## config.mk

```make
export PLATFORM = sky130hd
export DESIGN_NAME = vcx_unit
export DESIGN_NICKNAME = d
export VERILOG_FILES = /design/src/rtl/vcx_pkg.sv /design/src/rtl/vcx_ctrl.sv /design/src/rtl/vcx_count.sv /design/src/rtl/vcx_route.sv /design/src/rtl/vcx_unit.sv
export SDC_FILE = /design/constraint.sdc
export NUM_CORES = 1
export LEC_CHECK = 0
export BUFFER_PORTS_ARGS = -buffer_cell sky130_fd_sc_hd__buf_2
export CAP_MARGIN = 20
export CORE_MARGIN = 4
export CORE_UTILIZATION = 40
export CTS_CLUSTER_DIAMETER = 50
export DETAILED_ROUTE_END_ITERATION = 8
export PLACE_DENSITY = 0.67
export SLEW_MARGIN = 5
export SYNTH_ARGS = -nofsm -noshare
export SYNTH_HDL_FRONTEND = slang
export SYNTH_HIERARCHICAL = 1
export SYNTH_SLANG_ARGS = --single-unit
export TNS_END_PERCENT = 50
```

## constraint.sdc

```tcl
create_clock -name clk -period 4.5 [get_ports clk]
set_input_delay 0.9 -clock clk [delete_from_list [all_inputs] [get_ports clk]]
set_output_delay 0.9 -clock clk [all_outputs]
set_load 0.05 [all_outputs]
```

## src/rtl/vcx_pkg.sv

```systemverilog
package vcx_pkg;

    typedef enum logic [1:0] {
        ST_IDLE = 2'd0,
        ST_RUN  = 2'd1,
        ST_DONE = 2'd2
    } vcx_state_e;

    localparam logic OP_PACK   = 1'b0;
    localparam logic OP_UNPACK = 1'b1;

endpackage

```

## src/rtl/vcx_ctrl.sv

```systemverilog
module vcx_ctrl
    import vcx_pkg::*;
#(
    parameter int VLMAX = 8,
    parameter int LW    = 4,
    parameter int IW    = 3
) (
    input  logic             clk,
    input  logic             rst_n,
    input  logic             start_i,
    input  logic             op_i,
    input  logic [LW-1:0]    vl_i,
    input  logic [VLMAX-1:0] mask_i,
    output logic             busy_o,
    output logic             done_o,
    output logic             accept_o,
    output logic             finish_o,
    output logic             sel_o,
    output logic [IW-1:0]    idx_o,
    output logic             op_q_o,
    output logic [LW-1:0]    vl_q_o
);

    localparam logic [LW-1:0] LEN_MAX = LW'(VLMAX);
    localparam logic [LW-1:0] LEN_ONE = LW'(1);

    vcx_state_e       state_q, state_d;
    logic [IW-1:0]    idx_q;
    logic [LW-1:0]    vl_q;
    logic [VLMAX-1:0] mask_q;
    logic             op_q;
    logic [LW-1:0]    vl_eff;
    logic             last_elem;

    // Clamp the requested length to the register size.
    assign vl_eff    = (vl_i > LEN_MAX) ? LEN_MAX : vl_i;
    assign last_elem = ((LW'(idx_q) + LEN_ONE) == vl_q);

    // State register
    always_ff @(posedge clk or negedge rst_n) begin
        if (!rst_n) begin
            state_q <= ST_IDLE;
        end else begin
            state_q <= state_d;
        end
    end

    // Next-state and launch/finish strobes
    always_comb begin
        state_d  = state_q;
        accept_o = 1'b0;
        finish_o = 1'b0;
        unique case (state_q)
            ST_IDLE: begin
                if (start_i) begin
                    accept_o = 1'b1;
                    if (vl_eff == '0) begin
                        state_d  = ST_DONE;
                        finish_o = 1'b1;
                    end else begin
                        state_d = ST_RUN;
                    end
                end
            end
            ST_RUN: begin
                if (last_elem) begin
                    state_d  = ST_DONE;
                    finish_o = 1'b1;
                end
            end
            ST_DONE: begin
                state_d = ST_IDLE;
            end
            default: begin
                state_d = ST_IDLE;
            end
        endcase
    end

    // Outputs decoded from the current state
    always_comb begin
        busy_o = 1'b0;
        done_o = 1'b0;
        sel_o  = 1'b0;
        unique case (state_q)
            ST_IDLE: begin
                busy_o = 1'b0;
            end
            ST_RUN: begin
                busy_o = 1'b1;
                sel_o  = mask_q[idx_q];
            end
            ST_DONE: begin
                done_o = 1'b1;
            end
            default: begin
                busy_o = 1'b0;
            end
        endcase
    end

    // Operation context captured at launch, element walker
    always_ff @(posedge clk or negedge rst_n) begin
        if (!rst_n) begin
            idx_q  <= '0;
            vl_q   <= '0;
            mask_q <= '0;
            op_q   <= OP_PACK;
        end else if (accept_o) begin
            idx_q  <= '0;
            vl_q   <= vl_eff;
            mask_q <= mask_i;
            op_q   <= op_i;
        end else if (state_q == ST_RUN) begin
            idx_q <= idx_q + 1'b1;
        end
    end

    assign idx_o  = idx_q;
    assign op_q_o = op_q;
    assign vl_q_o = vl_q;

endmodule

```

## src/rtl/vcx_count.sv

```systemverilog
module vcx_count #(
    parameter int LW = 4
) (
    input  logic          clk,
    input  logic          rst_n,
    input  logic          clear_i,
    input  logic          inc_i,
    input  logic          finish_i,
    output logic [LW-1:0] cnt_o,
    output logic [LW-1:0] len_o
);

    logic [LW-1:0] cnt_q;
    logic [LW-1:0] len_q;
    logic [LW-1:0] cnt_next;

    assign cnt_next = cnt_q + (inc_i ? LW'(1) : LW'(0));

    // Running count of selected elements
    always_ff @(posedge clk or negedge rst_n) begin
        if (!rst_n) begin
            cnt_q <= '0;
        end else if (clear_i) begin
            cnt_q <= '0;
        end else begin
            cnt_q <= cnt_next;
        end
    end

    // Result length, updated only when an operation finishes
    always_ff @(posedge clk or negedge rst_n) begin
        if (!rst_n) begin
            len_q <= '0;
        end else if (finish_i) begin
            len_q <= clear_i ? '0 : cnt_next;
        end
    end

    assign cnt_o = cnt_q;
    assign len_o = len_q;

endmodule

```

## src/rtl/vcx_route.sv

```systemverilog
module vcx_route
    import vcx_pkg::*;
#(
    parameter int EW = 16,
    parameter int LW = 4,
    parameter int IW = 3
) (
    input  logic          op_i,
    input  logic          sel_i,
    input  logic [IW-1:0] idx_i,
    input  logic [LW-1:0] cnt_i,
    input  logic [EW-1:0] rd_data_i,
    output logic [IW-1:0] rd_idx_o,
    output logic          wr_en_o,
    output logic [IW-1:0] wr_idx_o,
    output logic [EW-1:0] wr_data_o
);

    logic [IW-1:0] slot;

    // The running count is below VLMAX while elements are walked.
    assign slot = cnt_i[IW-1:0];

    always_comb begin
        if (op_i == OP_PACK) begin
            rd_idx_o = idx_i;
            wr_idx_o = slot;
        end else begin
            rd_idx_o = slot;
            wr_idx_o = idx_i;
        end
        wr_en_o   = sel_i;
        wr_data_o = rd_data_i;
    end

endmodule

```

## src/rtl/vcx_unit.sv

```systemverilog
module vcx_unit #(
    parameter  int VLMAX = 8,
    parameter  int EW    = 16,
    localparam int IW    = (VLMAX > 1) ? $clog2(VLMAX) : 1,
    localparam int LW    = $clog2(VLMAX + 1)
) (
    input  logic             clk,
    input  logic             rst_n,
    input  logic             start_i,
    input  logic             op_i,
    input  logic [LW-1:0]    vl_i,
    input  logic [VLMAX-1:0] mask_i,
    output logic             busy_o,
    output logic             done_o,
    output logic [LW-1:0]    new_vl_o,
    output logic [IW-1:0]    rd_idx_o,
    input  logic [EW-1:0]    rd_data_i,
    output logic             wr_en_o,
    output logic [IW-1:0]    wr_idx_o,
    output logic [EW-1:0]    wr_data_o
);

    logic          accept;
    logic          finish;
    logic          sel;
    logic [IW-1:0] idx;
    logic          op_q;
    logic [LW-1:0] vl_q;
    logic [LW-1:0] cnt;

    vcx_ctrl #(
        .VLMAX(VLMAX),
        .LW   (LW),
        .IW   (IW)
    ) u_ctrl (
        .clk     (clk),
        .rst_n   (rst_n),
        .start_i (start_i),
        .op_i    (op_i),
        .vl_i    (vl_i),
        .mask_i  (mask_i),
        .busy_o  (busy_o),
        .done_o  (done_o),
        .accept_o(accept),
        .finish_o(finish),
        .sel_o   (sel),
        .idx_o   (idx),
        .op_q_o  (op_q),
        .vl_q_o  (vl_q)
    );

    vcx_count #(
        .LW(LW)
    ) u_count (
        .clk     (clk),
        .rst_n   (rst_n),
        .clear_i (accept),
        .inc_i   (sel),
        .finish_i(finish),
        .cnt_o   (cnt),
        .len_o   (new_vl_o)
    );

    vcx_route #(
        .EW(EW),
        .LW(LW),
        .IW(IW)
    ) u_route (
        .op_i     (op_q),
        .sel_i    (sel),
        .idx_i    (idx),
        .cnt_i    (cnt),
        .rd_data_i(rd_data_i),
        .rd_idx_o (rd_idx_o),
        .wr_en_o  (wr_en_o),
        .wr_idx_o (wr_idx_o),
        .wr_data_o(wr_data_o)
    );

endmodule

```

; Yosys cells after proc, flatten, opt, wreduce, memory -nomap -nowiden
; Cells that the tools add are included.
[totals]
regBits = 26
input_bits = 32
output_inout_bits = 29
wordCells = 43
[classes]
n_addsub = 3
n_lt_le_gt_ge = 2
eq_ne = 5
n_mux = 22
reduce_logical = 4
[op_table]
columns = op, n
row1 = $mux 3, 4
row2 = $mux 1, 10
row3 = $mux 4, 2
row4 = $mux 2, 3
row5 = $add 3x1->4 const B, 1
row6 = $add 4x4->4, 1
row7 = $eq 4x4->1, 1
row8 = $gt 4x4->1 const B, 1
row9 = $logic_not 4->1, 1
row10 = $lt 3x4->1 const B, 1
row11 = $pmux 2 s2, 1
row12 = $add 3x1->3 const B, 1
row13 = $bmux 1 s3, 1
row14 = $eq 2x1->1 const B, 1
row15 = $eq 2x2->1 const B, 1
row16 = $logic_not 2->1, 1
row17 = $ne 2x1->1 const B, 1
row18 = $ne 2x2->1 const B, 1
row19 = $pmux 1 s2, 1
row20 = $reduce_and 2->1, 1
row21 = $reduce_bool 2->1, 1

; Longest topological paths before layout
[depth]
word_depth = 6
ltp_mapped = 9
depth_no_buf = 8

; Hierarchy
; The synthesis kept the hierarchy.
[by_module_without_submodules]
columns = mod, instances, cells_per_inst, area_each_um2, seq_area_each_um2
row1 = vcx_ctrl, 1, 90, 873.3, 450.4
row2 = vcx_count, 1, 23, 317.8, 200.2
row3 = vcx_route, 1, 24, 229.0, 0.0

; Least setup slack after synthesis
; Ideal clock, no wire load.
[synth_path]
path_type = reg2out
startpoint = register u_ctrl.idx_q[0] (netlist: u_ctrl/idx_o[0])
endpoint = output wr_en_o
arrival_ps = 1407
required_time_ps = 3600
path_slack_ps = 2193
stages_incl_launch_ff = 6
path_buffers = 2
cell_sequence = dfrtp_1 > buf_6 > mux4_1 > mux2i_1 > nor2_1 > buf_4
[synth_via]
elab_chain_cells = 3
[synth_rtl]
columns = element, line_no
row1 = "start, declared", vcx_ctrl.sv:28  ; logic [IW-1:0] idx_q;
row2 = "start signal, assigned", vcx_ctrl.sv:115  ; idx_q <= idx_q + 1'b1;
row3 = $bmux 1 s3, vcx_ctrl.sv:91  ; sel_o = mask_q[idx_q];
row4 = $mux 1 (implied by the code), vcx_ctrl.sv:91
row5 = $mux 1, vcx_ctrl.sv:85  ; unique case (state_q)
row6 = "end, declared", vcx_unit.sv:18  ; output logic wr_en_o,
; No other way between the ends. The select of a mux whose other input is x is not followed.

; Final worst setup path
; Ends and elaborated chain as after synthesis.

==> impl_metrics.json <==
{
  "hpwl_um": 1919,
  "ys_seq_elements": 26,
  "grt_pass1_wl_um": 4312,
  "cts.sinks": 26,
  "cts_root_buffer": "clkbuf_4",
  "final_util_pct": 43.93,
  "dr.pass1.iters": 4,
  "fmax_ghz": 0.3514,
  "io_pins": 61,
  "maxCapViolations": 0,
  "p_total_mw": 1.176,
  "cts.htree.levels": 1,
  "die_area_um2": 4568,
  "cts_buffers": 3,
  "diodes": 0,
  "design_area_um2": 1489,
  "rsz0062_at_grt": "no",
  "grt_pass1_vias": 922,
  "min_path_type": "register to register",
  "avgSynthCellArea_um2": 10.37,
  "fillers": 333,
  "nNetsFinal": 183,
  "synth_area_leaders": "dfrtp_1, nand2_1, buf_4, mux2_4, mux4_1",
  "grt_antenna_before_repair": 0,
  "overflow": 0,
  "layout-drive-gt1-share_pct": 29.25,
  "peakVddDrop_uv": 175.1,
  "cts_resized": 0,
  "drt_wl_total_um": 2527,
  "cts_buffer_depth": 2,
  "worst_pin_slew_ps": 564.2,
  "instances_no_fill": 193,
  "mostFrequentLayoutCells": "nand2_1, buf_2, dfrtp_1, mux2_4, nor2_1",
  "worstHoldPathCells": 2,
  "grt_start_max_net_pins": 27,
  "yosysTopAreaCell": "dfrtp_1",
  "finalCritPeriodShare_pct": 63.25,
  "routedWlPerCell_um": 13.09,
  "r2r_end": "u_count/len_o[2]$_DFFE_PN0P_",
  "mostFrequentLayoutCell": "nand2_1",
  "die_y_um": 67.59,
  "cp_max_fo": 9,
  "synth_area_um2": 1420,
  "routabilityCongestion": 0.8273,
  "power-per-cell-area_nw_per_um2": 790.1,
  "r2r_start": "u_ctrl/idx_o[0]$_DFFE_PN0P_",
  "path_clk_slew_ps": 140,
  "post-route-drc-count": 0,
  "grt_util_all_layers_pct": 12.47,
  "postRouteAntennaNets": 0,
  "cp_data_required_time_ps": 3600,
  "core_area_um2": 3390,
  "status": "complete, no violations",
  "syn2layout_area_growth_pct": 4.846,
  "synthCells": 137,
  "regToRegSetupSlack_ps": 2090,
  "setup_viol": 0,
  "p_leak_nw": 0.7902,
  "cts_tree": "done",
  "synth_cell_types": 25,
  "holdPathEnd": "u_ctrl/mask_q[6]$_DFFE_PN0P_",
  "min_from": "u_ctrl/mask_q[6]$_DFFE_PN0P_",
  "dpl.cell_count": 189,
  "critPathArrivalTime_ps": 1950,
  "dr.first_iter.drc_count": 36,
  "port_buffers": 28,
  "finalMaxSlewViolations": 0,
  "finalCriticalPeriod_ps": 2846,
  "place_area_um2": 1453,
  "crit_type": "register to primary output",
  "startpoint_type": "register",
  "postCtsSetupBuffers": 0,
  "yosysTopAreaCellShare_pct": 45.81,
  "yosysWarnings": 6,
  "worstRegToRegCells": 8,
  "clock_skew_ps": 4.423,
  "core.rowCount": 21,
  "vias": 925,
  "initial_utilization_pct": 41.90,
  "endpoint_kind": "primary output",
  "seq_area_frac_synth_pct": 45.81,
  "viasPerCell": 4.793,
  "die_w_um": 67.59,
  "clock_latency_ps": 310,
  "relSlewSlack_pct": 62.39,
  "syn_nets": 172,
  "fin_setup_tns_ps": 0,
  "hold_violations": 0,
  "cts_hold_buf": 0
}
cells in the mapped netlist (all sizes together):
cell type	instances
a22o	3
nor2b	3
inv	3
xor2	4
mux2i	1
nand2	38
or4	1
o21ai	1
o21bai	1
nor2	5
o22ai	3
nand2b	2
nand3	2
ha	3
xnor2	3
nand3b	3
buf	22
nand4	1
mux2	10
dfrtp	26
mux4	2
worst max path at each step:
stage / end / depth (start not counted) / slack, ps / start
after floorplan: wr_en_o / 5 / 2190 / u_ctrl/idx_o[0]$_DFFE_PN0P_
after global placement: u_count/len_o[1]$_DFFE_PN0P_ / 4 / 2020 / vl_i[2]
after detailed placement: u_count/len_o[2]$_DFFE_PN0P_ / 4 / 1990 / vl_i[2]
after CTS: wr_en_o / 4 / 1640 / u_ctrl/idx_o[0]$_DFFE_PN0P_
after global routing: wr_en_o / 4 / 1510 / u_ctrl/idx_o[0]$_DFFE_PN0P_
final: wr_en_o / 4 / 1650 / u_ctrl/idx_o[0]$_DFFE_PN0P_
through the flow:
| step | hold WS, ps | setup WS [ps] |
|---|---|---|
| 4_1_cts | 498.9 | 1637 |
| 6_report | 499.5 | 1654 |
| 5_1_grt | 523.8 | 1514 |
| 3_5_place_dp | 465.8 | 1992 |
| 2_1_floorplan | 437.3 | 2193 |
| 3_3_place_gp | 460.1 | 2016 |
registers in the layout, indices dropped and copies added (netlist names):
register	cells
u_count/cnt_o	4
u_ctrl/vl_q_o	4
u_ctrl/idx_o	3
u_ctrl/op_q_o	1
u_count/len_o	4
u_ctrl/state_q	2
u_ctrl/mask_q	8
logic make-up after synthesis:
family	share of synthesized area, %
adder cells (fa/ha/maj)	2.643
flip-flops	45.81
multiplexers	13.92
XOR/XNOR	4.317
AND/OR/NAND/NOR	16.83
buffers and inverters	12.42
AO/OA/AOI/OAI	4.053
worst max-delay path, stage by stage (launching register included):
cell,delay [ps]
dfrtp_1,560
mux4_1,610
mux2i_1,170
nor2_1,80
buf_2,220
metal layers:
metal	wire (µm)	track usage, %	share of wire [%]
met2	1153	19.93	46
met1	1111	16.44	44
met4	71	6.076	2.8
met3	190	1.830	7.5
met5	0	0	0
final cells by class:
class                   count  area (µm²)  area share, %
clock buffers               4       36.28          2.437
flip-flops and latches     26       650.6          43.70
inverters                   3       11.26         0.7563
repair buffers             28       140.1          9.412
well taps                  46       57.56          3.866
multi-input cells          86       593.1          39.83
power breakdown:
group | switching, mW | total [mW] | internal [mW]
registers | 0.0964 | 0.426 | 0.330
logic | 0.392 | 0.633 | 0.240
clock network | 0.0682 | 0.118 | 0.0494
Power figures use the tool's default switching activity.
